`src/rtl/fmt_pkg.sv`:
```
package fmt_pkg;
  localparam int AW = 3;
  localparam int DW = 8;
  localparam logic [AW-1:0] A_STAT   = 3'd0;
  localparam logic [AW-1:0] A_DATA   = 3'd1;
  localparam logic [AW-1:0] A_CMD    = 3'd2;
  localparam logic [AW-1:0] A_CTRL   = 3'd3;
  localparam logic [AW-1:0] A_TDATA  = 3'd4;
  localparam logic [AW-1:0] A_GIRQ   = 3'd5;
  localparam logic [AW-1:0] A_RLD1   = 3'd6;
  localparam logic [AW-1:0] A_RLD2   = 3'd7;
  localparam int NTIMERS = 2;
endpackage

```
`src/rtl/fmt_prescaler.sv`:
```
module fmt_prescaler #(
  parameter int DIV = 4000
) (
  input  logic clk,
  input  logic rst,
  input  logic en,
  output logic tick
);
  localparam int PW = (DIV > 1) ? $clog2(DIV) : 1;
  localparam logic [PW-1:0] LAST = PW'(DIV - 1);

  logic [PW-1:0] pre_q;

  assign tick = en && (pre_q == LAST);

  always_ff @(posedge clk) begin
    if (rst || !en) pre_q <= '0;
    else if (pre_q == LAST) pre_q <= '0;
    else pre_q <= pre_q + 1'b1;
  end

  assert_pre_range_R6: assert property (@(posedge clk) disable iff (rst)
    en |=> (pre_q <= LAST));
endmodule

```
`src/rtl/fmt_timer.sv`:
```
module fmt_timer #(
  parameter int DIV = 4000,
  parameter int CW  = 8
) (
  input  logic          clk,
  input  logic          rst,
  input  logic          run,
  input  logic [CW-1:0] reload,
  output logic          expire
);
  logic          tick;
  logic [CW-1:0] cnt_q;

  fmt_prescaler #(.DIV(DIV)) u_pre (
    .clk(clk), .rst(rst), .en(run), .tick(tick)
  );

  assign expire = tick && (cnt_q == '1);

  always_ff @(posedge clk) begin
    if (rst) cnt_q <= '0;
    else if (!run) cnt_q <= reload;
    else if (tick) cnt_q <= (cnt_q == '1) ? reload : cnt_q + 1'b1;
  end

  assert_reload_R6: assert property (@(posedge clk) disable iff (rst)
    expire |=> (cnt_q == $past(reload)));
endmodule

```
`src/rtl/fm_timer_status_ctrl.sv`:
```
module fm_timer_status_ctrl
  import fmt_pkg::*;
#(
  parameter int CLK_HZ   = 50_000_000,
  parameter int T1_US    = 80,
  parameter int T2_US    = 320,
  parameter logic [7:0] AUTO_CMD = 8'h04
) (
  input  logic          clk,
  input  logic          rst,
  input  logic          bus_wr,
  input  logic          bus_rd,
  input  logic [AW-1:0] bus_addr,
  input  logic [DW-1:0] bus_wdata,
  output logic [DW-1:0] bus_rdata,
  output logic          bus_rvalid,
  output logic          irq
);
  localparam int CLK_KHZ = CLK_HZ / 1000;
  localparam int T1_DIV  = (CLK_KHZ * T1_US) / 1000;
  localparam int T2_DIV  = (CLK_KHZ * T2_US) / 1000;

  logic [DW-1:0] ctrl_q, ts_q, tdata_q, cmd_q, fdata_q, fstat_q, girq_q;
  logic [DW-1:0] ctrl_d, ts_d, tdata_d, cmd_d, fdata_d, fstat_d, girq_d;
  logic [DW-1:0] rld_q [NTIMERS];
  logic [DW-1:0] rld_d [NTIMERS];
  logic [NTIMERS-1:0] expire;
  logic auto_wr;

  genvar g;
  generate
    for (g = 0; g < NTIMERS; g++) begin : g_tmr
      localparam int TDIV = (g == 0) ? T1_DIV : T2_DIV;
      fmt_timer #(.DIV(TDIV), .CW(DW)) u_tmr (
        .clk(clk), .rst(rst), .run(tdata_q[g]),
        .reload(rld_q[g]), .expire(expire[g])
      );
    end
  endgenerate

  assign auto_wr = (cmd_q == AUTO_CMD) && !ctrl_q[0];

  always_comb begin
    ctrl_d = ctrl_q; ts_d = ts_q; tdata_d = tdata_q; cmd_d = cmd_q;
    fdata_d = fdata_q; fstat_d = fstat_q; girq_d = girq_q;
    for (int i = 0; i < NTIMERS; i++) rld_d[i] = rld_q[i];
    if (bus_wr) begin
      case (bus_addr)
        A_STAT: cmd_d = bus_wdata;
        A_DATA: begin
          if (auto_wr) begin
            if (bus_wdata[7]) ts_d[7:5] = 3'b000;
            else tdata_d = bus_wdata;
          end else begin
            fdata_d = bus_wdata;
            if (ctrl_q[1]) begin
              ts_d[0] = 1'b1;
              girq_d  = 8'h10;
            end
          end
        end
        A_CMD:  fstat_d = bus_wdata;
        A_CTRL: begin
          ctrl_d = bus_wdata;
          if (!bus_wdata[5]) ts_d[4:3] = 2'b00;
          if (!bus_wdata[1]) ts_d[0] = 1'b0;
          if ((ts_d & 8'h19) == 8'h00) girq_d[4] = 1'b0;
          if (!bus_wdata[2]) begin ts_d[2] = 1'b0; girq_d[2] = 1'b0; end
          if (!bus_wdata[3]) begin ts_d[1] = 1'b0; girq_d[3] = 1'b0; end
        end
        A_RLD1: rld_d[0] = bus_wdata;
        A_RLD2: rld_d[1] = bus_wdata;
        default: ;
      endcase
    end
    if (expire[0]) begin
      if (!tdata_q[6]) ts_d[7:6] = 2'b11;
      if (ctrl_d[2]) begin ts_d[2] = 1'b1; girq_d[2] = 1'b1; end
    end
    if (expire[1]) begin
      if (!tdata_q[5]) begin ts_d[7] = 1'b1; ts_d[5] = 1'b1; end
      if (ctrl_d[3]) begin ts_d[1] = 1'b1; girq_d[3] = 1'b1; end
    end
  end

  always_ff @(posedge clk) begin
    if (rst) begin
      ctrl_q <= '0; ts_q <= '0; tdata_q <= '0; cmd_q <= '0;
      fdata_q <= '0; fstat_q <= '0; girq_q <= '0; irq <= 1'b0;
      for (int i = 0; i < NTIMERS; i++) rld_q[i] <= '0;
    end else begin
      ctrl_q <= ctrl_d; ts_q <= ts_d; tdata_q <= tdata_d; cmd_q <= cmd_d;
      fdata_q <= fdata_d; fstat_q <= fstat_d; girq_q <= girq_d;
      irq <= (girq_d != 8'h00);
      for (int i = 0; i < NTIMERS; i++) rld_q[i] <= rld_d[i];
    end
  end

  always_ff @(posedge clk) begin
    if (rst) begin
      bus_rdata  <= '0;
      bus_rvalid <= 1'b0;
    end else begin
      bus_rvalid <= bus_rd;
      if (bus_rd) begin
        case (bus_addr)
          A_STAT:  bus_rdata <= ctrl_q[0] ? ts_q : fstat_q;
          A_DATA:  bus_rdata <= fdata_q;
          A_CMD:   bus_rdata <= cmd_q;
          A_CTRL:  bus_rdata <= ctrl_q;
          A_TDATA: bus_rdata <= tdata_q;
          A_GIRQ:  bus_rdata <= girq_q;
          A_RLD1:  bus_rdata <= rld_q[0];
          default: bus_rdata <= rld_q[1];
        endcase
      end
    end
  end

  assert_stat_select_R1: assert property (@(posedge clk) disable iff (rst)
    (bus_rd && bus_addr == A_STAT) |=>
      (bus_rvalid && bus_rdata == ($past(ctrl_q[0]) ? $past(ts_q) : $past(fstat_q))));

  assert_auto_clear_R2: assert property (@(posedge clk) disable iff (rst)
    (bus_wr && bus_addr == A_DATA && auto_wr && bus_wdata[7] && expire == '0)
      |=> (ts_q[7:5] == 3'b000 && $stable(tdata_q)));

  assert_data_irq_R3: assert property (@(posedge clk) disable iff (rst)
    (bus_wr && bus_addr == A_DATA && !auto_wr && ctrl_q[1]) |=> (irq && ts_q[0]));

  assert_ctrl_clear_R4: assert property (@(posedge clk) disable iff (rst)
    (bus_wr && bus_addr == A_CTRL && !bus_wdata[1] && !bus_wdata[5])
      |=> (ts_q[0] == 1'b0 && ts_q[4:3] == 2'b00 && !girq_q[4]));

  assert_nmi_clear_R5: assert property (@(posedge clk) disable iff (rst)
    (bus_wr && bus_addr == A_CTRL && !bus_wdata[2]) |=> (!ts_q[2] && !girq_q[2]));

  assert_irq_level_R8: assert property (@(posedge clk) disable iff (rst)
    $fell(irq) |-> (girq_q == 8'h00));
endmodule

```
`config.mk`:
```
export PLATFORM = sky130hd
export DESIGN_NAME = fm_timer_status_ctrl
export DESIGN_NICKNAME = d
export VERILOG_FILES = /design/src/rtl/fmt_pkg.sv /design/src/rtl/fmt_prescaler.sv /design/src/rtl/fmt_timer.sv /design/src/rtl/fm_timer_status_ctrl.sv
export SDC_FILE = /design/constraint.sdc
export NUM_CORES = 1
export LEC_CHECK = 0
export BUFFER_PORTS_ARGS = -buffer_cell sky130_fd_sc_hd__buf_2
export CORE_MARGIN = 3
export CORE_UTILIZATION = 35
export DETAILED_ROUTE_END_ITERATION = 8
export GPL_ROUTABILITY_DRIVEN = 1
export SLEW_MARGIN = 10
export SYNTH_ARGS = -nofsm -noshare
export SYNTH_HDL_FRONTEND = slang
export SYNTH_HIERARCHICAL = 1
export SYNTH_SLANG_ARGS = --single-unit
```
`constraint.sdc`:
```
create_clock -name clk -period 2.2 [get_ports clk]
set_clock_uncertainty 0.2 [all_clocks]
set_input_delay 0.44 -clock clk [delete_from_list [all_inputs] [get_ports clk]]
set_output_delay 0.44 -clock clk [all_outputs]
set_load 0.02 [all_outputs]
```
* Word-level counts from Yosys, hierarchy flattened
Memory sizes are Yosys's and may differ from the RTL's.
Cells that the tools add are included.
** Storage, ports and cells
- Flip-flop bits (word level) :: 107
- RAM bits :: 16
- Output and inout port bits :: 10
- Word-level logic and storage cells :: 121
- Memories :: 1
** Cells by class
- Add/subtract/negate cells :: 4
- Equal/unequal tests :: 16
- Mux-type cells :: 57
- Bitwise gates (word level) :: 4
- Reductions and logical operators :: 22
** Memory list
- rld_q :: depth 2, width 8, read ports 2, clocked after memory_dff 0, wr ports 2, RTL line fm_timer_status_ctrl.sv:25 : logic [DW-1:0] rld_q [NTIMERS];
** Operator list (count)
- two-way mux 8 bit :: 15
- one-hot mux 8 bit (7 select lines) :: 1
- two-way mux 1 bit :: 25
- adder 8 x 1 -> 8 bit (second input constant) :: 2
- equality test 8 bit (second input constant) :: 2
- two-way mux 16 bit :: 1
- adder 14 x 1 -> 14 bit (second input constant) :: 1
- equality test 14 bit (second input constant) :: 1
- adder 12 x 1 -> 12 bit (second input constant) :: 1
- equality test 12 bit (second input constant) :: 1
- equality test 3 bit (second input constant) :: 4
- two-way mux 2 bit :: 6
- two-way mux 3 bit :: 4
- two-way mux 4 bit :: 3
- equality test 8 x 3 -> 1 bit (second input constant) :: 1
- zero test 8 bit :: 1
- AND reduction 4 bit :: 2
- nonzero test 8 bit :: 1
- equality test 3 x 2 -> 1 bit (second input constant) :: 2
- one-hot mux 3 bit (2 select lines) :: 1
- AND reduction 2 bit :: 3
- logical AND 1 bit :: 5
- != test 2 x 1 -> 1 bit (second input constant) :: 2
- != test 2 bit (second input constant) :: 2
- other kinds (10) :: 16

* Depth between registers and ports, before layout
Gate-level depths: netlist of the first run.
- Depth after elaboration :: 10
- Gate-level depth with buffers :: 10
- Gate-level depth less buffers :: 10

* By module
The synthesis of the first run kept the hierarchy.
** Modules (own cells, without submodules)
- fm_timer_status_ctrl :: times used 1, cells an instance 413, area an instance 3658.5 um^2, seq. area each 1621.6 um^2
- fmt_timer :: times used 2, cells an instance 71, area an instance 563.0 um^2, seq. area each 160.2 um^2
- fmt_prescaler at g_tmr[1].u_tmr.u_pre :: times used 1, cells an instance 64, area an instance 624.3 um^2, seq. area each 280.3 um^2
- fmt_prescaler at g_tmr[0].u_tmr.u_pre :: times used 1, cells an instance 62, area an instance 548.0 um^2, seq. area each 240.2 um^2

* Worst setup path after synthesis of the first run
Ideal clock, no wire load.
- Path kind :: register -> register
- Start point :: register g_tmr[0].u_tmr.u_pre.pre_q[0]
- End point :: register irq
- Setup time :: 0.083 ns
- Arrival :: 2.098 ns
- Path slack :: -0.181 ns
- Stages on the path, launching flop included :: 11
- Path buffers :: 0
- Path through :: dfxtp_1 ha_1 and4_4 nand4_1 nor2_1 nand4_2 or2_2 nor2_1 o21ai_0 a21boi_1 o221ai_1
** Between the ends
- Cells in the longest elaborated chain, start to end :: 5
** RTL lines
- start: declaration :: RTL line fmt_prescaler.sv:12 : logic [PW-1:0] pre_q;
- start signal: assignment :: RTL line fmt_prescaler.sv:19 : else pre_q <= pre_q + 1'b1;
- equality test 12 bit :: RTL line fmt_prescaler.sv:14 : assign tick = en && (pre_q == LAST);
- logical AND 1 bit :: RTL line fmt_prescaler.sv:14
- via g_tmr[0].u_tmr.tick :: RTL line fmt_timer.sv:11 : logic tick;
- logical AND 1 bit :: RTL line fmt_timer.sv:18 : assign expire = tick && (cnt_q == '1);
- via expire[0] :: RTL line fm_timer_status_ctrl.sv:27 : logic [NTIMERS-1:0] expire;
- two-way mux 1 bit :: RTL line fm_timer_status_ctrl.sv:76 : if (expire[0]) begin
- nonzero test 8 bit :: RTL line fm_timer_status_ctrl.sv:94 : irq <= (girq_d != 8'h00);
- end signal: assignment :: RTL line fm_timer_status_ctrl.sv:94
- end: declaration :: RTL line fm_timer_status_ctrl.sv:17 : output logic irq
The timed path passes the listed nets, and every way through them passes these cells.
A chain may end at the register's enable or synchronous reset.

* Final worst setup path of the first run
- Start point :: register g_tmr[0].u_tmr.u_pre.pre_q[1]
- End point :: register irq
Same word-level chain as after synthesis.

==> impl_metrics.tcl, run 1 <==
set metrics [dict create \
    yosysSeqAreaShare_pct 41.3 \
    die_area_um2 18600 \
    placed_area_um2 6650 \
    worst_ep_required_time_ns 2.35 \
    syn_inst 681 \
    synthArstFlopShare_pct 0 \
    initial_core_util_pct 35.8 \
    tightest_slew_ns 0.527 \
    synthFlopType "dfxtp_1" \
    start_kind "flop" \
    drt_iter0_drc 335 \
    grt_pass1_wl_mm 25.5 \
    io_pins 25 \
    ys_seq_elements 123 \
    routed_wl_mm 15.8 \
    cp_common_cell "nor2_4" \
    core_um2 16600 \
    place_inst 952 \
    min_period_ns 2.17 \
    grt_max_degree 44 \
    grt.total_usage_pct 17.7 \
    maxSlewViolCount 0 \
    setup_viol 0 \
    crit_type "reg2reg" \
    netlist_area_um2 5960 \
    area_growth_pct 23.4 \
    yosys_warnings 6 \
    clock_tree.buffer_depth 2 \
    num_antenna_cells 0 \
    critical_path_buf_inv_count 0 \
    layout-drive-gt1-share_pct 24.6 \
    worstHoldPathType "in2reg" \
    drc 0 \
    finalSetupTns_ns 0 \
    vdd.ir_drop.worst_uv 533 \
    critical-path-max-stage-delay_ns 0.35 \
    fin_area_um2 7350 \
    p_leak_uw 0.00263 \
    fin_cells 985 \
    critPathMaxFanout 2 \
    wl_per_cell_um 16.1 \
    critPathArrivalTime_ns 2.32 \
    vias 5153 \
    grt.overflow.total 0 \
    place.gp.congestion 0.878 \
    cp_top_family "simple AND/OR/NAND/NOR gates" \
    status "completed" \
    finalPower_uw 5580 \
    yosysTopAreaCell "dfxtp_1" \
    r2r_setup_slack_ns 0.03 \
    syn_area_per_cell_um2 8.75 \
    synth_nets 700 \
    first_pass_iters 5 \
    die-width_um 136 \
    relSlewSlack_pct 64.7 \
    crit_path_top_delay_cell "dfxtp_2" \
    nets 771 \
    setup_slack_ns 0.0299 \
    worstSkewPairLatency_ns 0.42 \
    synth_edf_count 0 \
    clock-sinks 123 \
    cts_root_buffer "clkbuf_16" \
    antenna_found_initial 0 \
    hold_viol_final 0 \
    clk_pin_slew_ns 0.06 \
    end_kind "flop" \
    period_share_pct 98.6 \
    synth_top_area_share_pct 41.3 \
    die_h_um 136 \
    rows 47 \
    drt-vias-per-instance 5.23 \
    ys_top_cells_by_area "dfxtp_1, nand2_1, a21oi_1, mux2i_1, nor2_1" \
    maxClockFrequency_ghz 0.461 \
    dp_hpwl_mm 11.2 \
    port_buffers 24 \
    synth_cell_types 74 \
    grt_pass1_vias 4788 \
    power.density_nw_per_um2 759 \
    rsz0062_at_grt "yes" \
    cts_htree_levels 4 \
    cts_tree "yes" \
    crit_chain "ha_4 -> and4_4 -> nand4_1 -> nor2_4 -> nand4_2 -> or2_4 -> nor2_4 -> o21ai_2 -> a21boi_1 -> o221ai_1" \
    cts_buffers 17 \
    antenna_left 0 \
    pre_cts_ws_ns -0.160 \
    drv_cap 0 \
]
## registers in the layout, indices dropped and copies added (netlist names)
signal	count
girq_q	8
fdata_q	8
ts_q	8
cmd_q	8
g_tmr.u_tmr/cnt_q	16
tdata_q	7
rld_q	16
bus_rdata	8
bus_rvalid	1
irq	1
ctrl_q	8
g_tmr.u_tmr/u_pre/pre_q	26
fstat_q	8
## layout make-up
cell class	count	area [um2]
Sequential cell	123	2470
Timing Repair Buffer	90	628
Clock inverter	11	165
Fill cell	1596	9290
Tap cell	220	275
Multi-Input combinational cell	503	3280
Inverter	17	63.8
Clock buffer	21	470
## worst paths after layout
path | startpoint | end | cells past startpoint
hold reg to reg | bus_rdata[5] | bus_rdata[5] | 2
hold / removal | bus_wdata[2] | ctrl_q[2] | 3
setup reg to reg | g_tmr[0].u_tmr/u_pre/pre_q[1] | irq | 10
setup / recovery | g_tmr[0].u_tmr/u_pre/pre_q[1] | irq | 10
## routing by layer
metal	track usage (%)	routed length, um	up-vias	part of all wire, %
met2	28.6	7530	124	48
met1	23.4	7450	2460	47
li1	-	-	2549	-
met3	3.89	589	20	3.7
met4	6.33	259	0	1.6
met5	0	0	-	0
## Yosys cell counts, types with 5 or more instances
master / instances
nand2_1: 110
clkbuf_1: 9
mux2i_1: 27
a31oi_1: 12
o32ai_1: 6
a211oi_1: 5
inv_1: 15
buf_6: 7
nor2b_1: 8
o21ai_0: 15
nand2b_1: 13
nand4_1: 12
xnor2_1: 8
and2_1: 9
mux4_2: 8
nand3_1: 18
buf_4: 5
nor2_1: 69
a21oi_1: 60
buf_2: 14
dfxtp_1: 123
nor3_1: 5
xor2_1: 15
mux2_2: 5
nor2_2: 5
## report_power, final
group / switching, uW / total (uW) / internal [uW]
Combinational: 180 / 289 / 108
Clock: 1020 / 3010 / 1980
Sequential: 25.9 / 2280 / 2260
## stage by stage
step	utilization, %	hold slack (ns)
2_1_floorplan	-	0.222
3_3_place_gp	40.0	0.244
3_5_place_dp	40.0	0.245
4_1_cts	44.0	0.145
5_1_grt	44.2	0.177
6_report	44.2	0.174
## kinds of logic after synthesis
kind of cell    count (synthesis)  share of synthesized area [%]
compound gates                134                           13.9
xor+xnor                       23                           3.38
fa+ha+maj                       4                          0.840
buf+inv                        55                           4.96
flops                         123                           41.3
mux                            44                           9.51
simple gates                  298                           26.1
## tightest hold or removal path, stage by stage
cell and delay, ns:
buf_2 0.17, nand2_1 0.08, a21oi_1 0.05
## cell usage in the layout, fill, tap and decap left out, types with 13 or more instances in the layout
master / netlist / final
inv_1: 15 / 15
nand2b_1: 13 / 13
o21ai_0: 15 / 14
nand2_1: 110 / 110
xor2_1: 15 / 15
nor2_1: 69 / 65
clkbuf_16: 0 / 17
nand3_1: 18 / 18
buf_4: 5 / 65
dfxtp_1: 123 / 119
mux2i_1: 27 / 27
a21oi_1: 60 / 59
buf_2: 14 / 24
## repair_timing
item	4_1_cts	5_1_grt
hold buffers	0	0
cloned	0	0
endpoints found under the setup margin	10	14
buffers inserted	1	0
gates resized for setup	8	6
pin swaps	5	6
No activity file was read; power rests on OpenSTA's default activity.
==> run 2, diff against run 1 <==
--- a/config.mk
+++ b/config.mk
@@ -10,6 +10,7 @@
 export CORE_UTILIZATION = 35
 export DETAILED_ROUTE_END_ITERATION = 8
 export GPL_ROUTABILITY_DRIVEN = 1
+export PLACE_DENSITY = 0.59
 export SLEW_MARGIN = 10
 export SYNTH_ARGS = -nofsm -noshare
 export SYNTH_HDL_FRONTEND = slang
==> run 2 against run 1 <==
  * First-iteration DRC count rose by 20%
  * Sequential cell count did not move
  * Critical path depth did not move
  * Count of clock-buffer cells in the layout rose by 3
  * Non-clock buffer count fell by 9
  * Global-route usage rose by 0.43 points
  * Clock power fell by 5%
  * Register-to-register slack barely moved
  * Critical endpoint unchanged
==> impl_metrics.tcl, run 2 (same netlist as run 1, synthesis figures left out) <==
set metrics [dict create \
    status "completed" \
    min_period_ns 2.16 \
    grt_pass1_wl_mm 26.4 \
    fin_area_um2 7250 \
    setup_slack_ns 0.0426 \
    power.density_nw_per_um2 749 \
    reg_top3 "g_tmr.u_tmr/u_pre/pre_q (26), g_tmr.u_tmr/cnt_q (16), rld_q (16)" \
    worstSkewPairLatency_ns 0.42 \
    pre_cts_ws_ns -0.205 \
    maxClockFrequency_ghz 0.464 \
    reg2reg_from "g_tmr[0].u_tmr/u_pre/pre_q[1]" \
    top_register "g_tmr.u_tmr/u_pre/pre_q" \
    drt_iter0_drc 401 \
    critPathArrivalTime_ns 2.29 \
    core_um2 16600 \
    placed_area_um2 6590 \
    first_pass_iters 6 \
    hold_slack_ns 0.162 \
    clock-sinks 123 \
    dp_hpwl_mm 11.9 \
    drc 0 \
    port_buffers 24 \
    wl_met1_mm 7.03 \
    rsz0062_at_grt "yes" \
    hold_viol_final 0 \
    antenna_left 0 \
    cts_buffers 17 \
    maxSlewViolCount 0 \
    period_share_pct 98.1 \
    routed_wl_mm 16.3 \
    nets 762 \
    wl_per_cell_um 16.7 \
    cts_tree "yes" \
    grt.total_usage_pct 18.2 \
    start_kind "flop" \
    place_inst 942 \
    layout-drive-gt1-share_pct 23.2 \
    cts_htree_levels 4 \
    crit_path_start "g_tmr[0].u_tmr/u_pre/pre_q[1]" \
    met2_length_mm 8.01 \
    die-width_um 136 \
    setup_viol 0 \
    num_antenna_cells 0 \
    vdd.ir_drop.worst_uv 512 \
    die_area_um2 18600 \
    clock_tree.buffer_depth 2 \
    place.gp.congestion 0.867 \
    drt-vias-per-instance 5.34 \
    grt.overflow.total 0 \
    grt_max_degree 23 \
    crit_type "reg2reg" \
    io_pins 25 \
    end_kind "flop" \
    layout_common_cells "dfxtp_1, nand2_1, nor2_1, a21oi_1, buf_4" \
    rows 47 \
    p_leak_uw 0.00258 \
    routed-wl-met3_um 907 \
    clk_pin_slew_ns 0.06 \
    antenna_found_initial 0 \
    worstHoldPathType "in2reg" \
    critPathMaxFanout 2 \
    largest_register_ffs 26 \
    cts_root_buffer "clkbuf_16" \
    grt_pass1_vias 5128 \
    area_growth_pct 21.8 \
    fin_cells 975 \
    initial_core_util_pct 35.8 \
    drv_cap 0 \
    tightest_slew_ns 0.440 \
    die_h_um 136 \
    worst_ep_required_time_ns 2.34 \
    vias 5210 \
    cts_hold_buf 0 \
    relSlewSlack_pct 70.6 \
    highest_layer "met4" \
    hp-start "bus_wdata[6]" \
    mostFrequentLayoutCell "dfxtp_1" \
]
-- run 2: cell types whose count changed in the layout (fill, tap and decap cells not counted) --
cell       previous run  this run
a21oi_2               3         2
clkbuf_8              3         4
buf_4                65        55
clkinv_4              1         0
nor2_4                3         2
inv_6                 1         0
a21oi_1              59        60
nor2_2                6         7
bufinv_16             4         3
buf_12                1         2
clkinv_2              4         3
clkbuf_1              1         3
-- run 2: worst max-delay path, cell delays in order (launching register included) --
cell,delay (ns)
dfxtp_2,0.36
ha_4,0.14
and4_4,0.22
nand4_1,0.12
nor2_2,0.14
nand4_2,0.09
or2_4,0.28
nor2_4,0.12
o21ai_2,0.08
a21boi_1,0.15
o221ai_1,0.17
-- run 2: layout make-up --
cell class	count	area, um2
multi-input cells	503	3270
fillers	1607	9390
repair buffers	81	573
well taps	220	275
flip-flops and latches	123	2470
clock buffers	24	492
inverters	17	63.8
clock inverters	7	113
-- run 2: path summary, 6_finish.rpt --
| check | end | slack, ns | cells after the start |
|---|---|---|---|
| max | irq | 0.04 | 10 |
| min | ctrl_q[6] | 0.16 | 3 |
| max reg2reg | irq | 0.04 | 10 |
| min reg2reg | fstat_q[2] | 0.26 | 2 |
-- run 2: metrics by stage --
step / total power [uW] / util [%] / setup TNS (ns)
3_3_place_gp: 2620 / 39.6 / -0.167
3_5_place_dp: 2620 / 39.6 / -0.375
2_1_floorplan: 2510 / - / 0
4_1_cts: 5480 / 43.4 / 0
5_1_grt: 5610 / 43.6 / -0.204
6_report: 5430 / 43.6 / 0
-- run 2: metal layers --
metal | GRT usage, % | vias up
met2 | 30.5 | 164
li1 | - | 2517
met3 | 4.63 | 28
met1 | 22.3 | 2501
met4 | 6.83 | 0
met5 | 0 | -
-- run 2: power breakdown --
part / internal [uW] / switching (uW) / leakage (uW)
combinational: 109 / 180 / 0.00129
clock: 1890 / 969 / 0.000296
sequential: 2260 / 28.1 / 0.000996
-- run 2: repair_timing --
item	in CTS	in global routing
pin swaps	2	7
resized for setup	6	6
setup endpoints to repair	6	14
buffers inserted	0	2
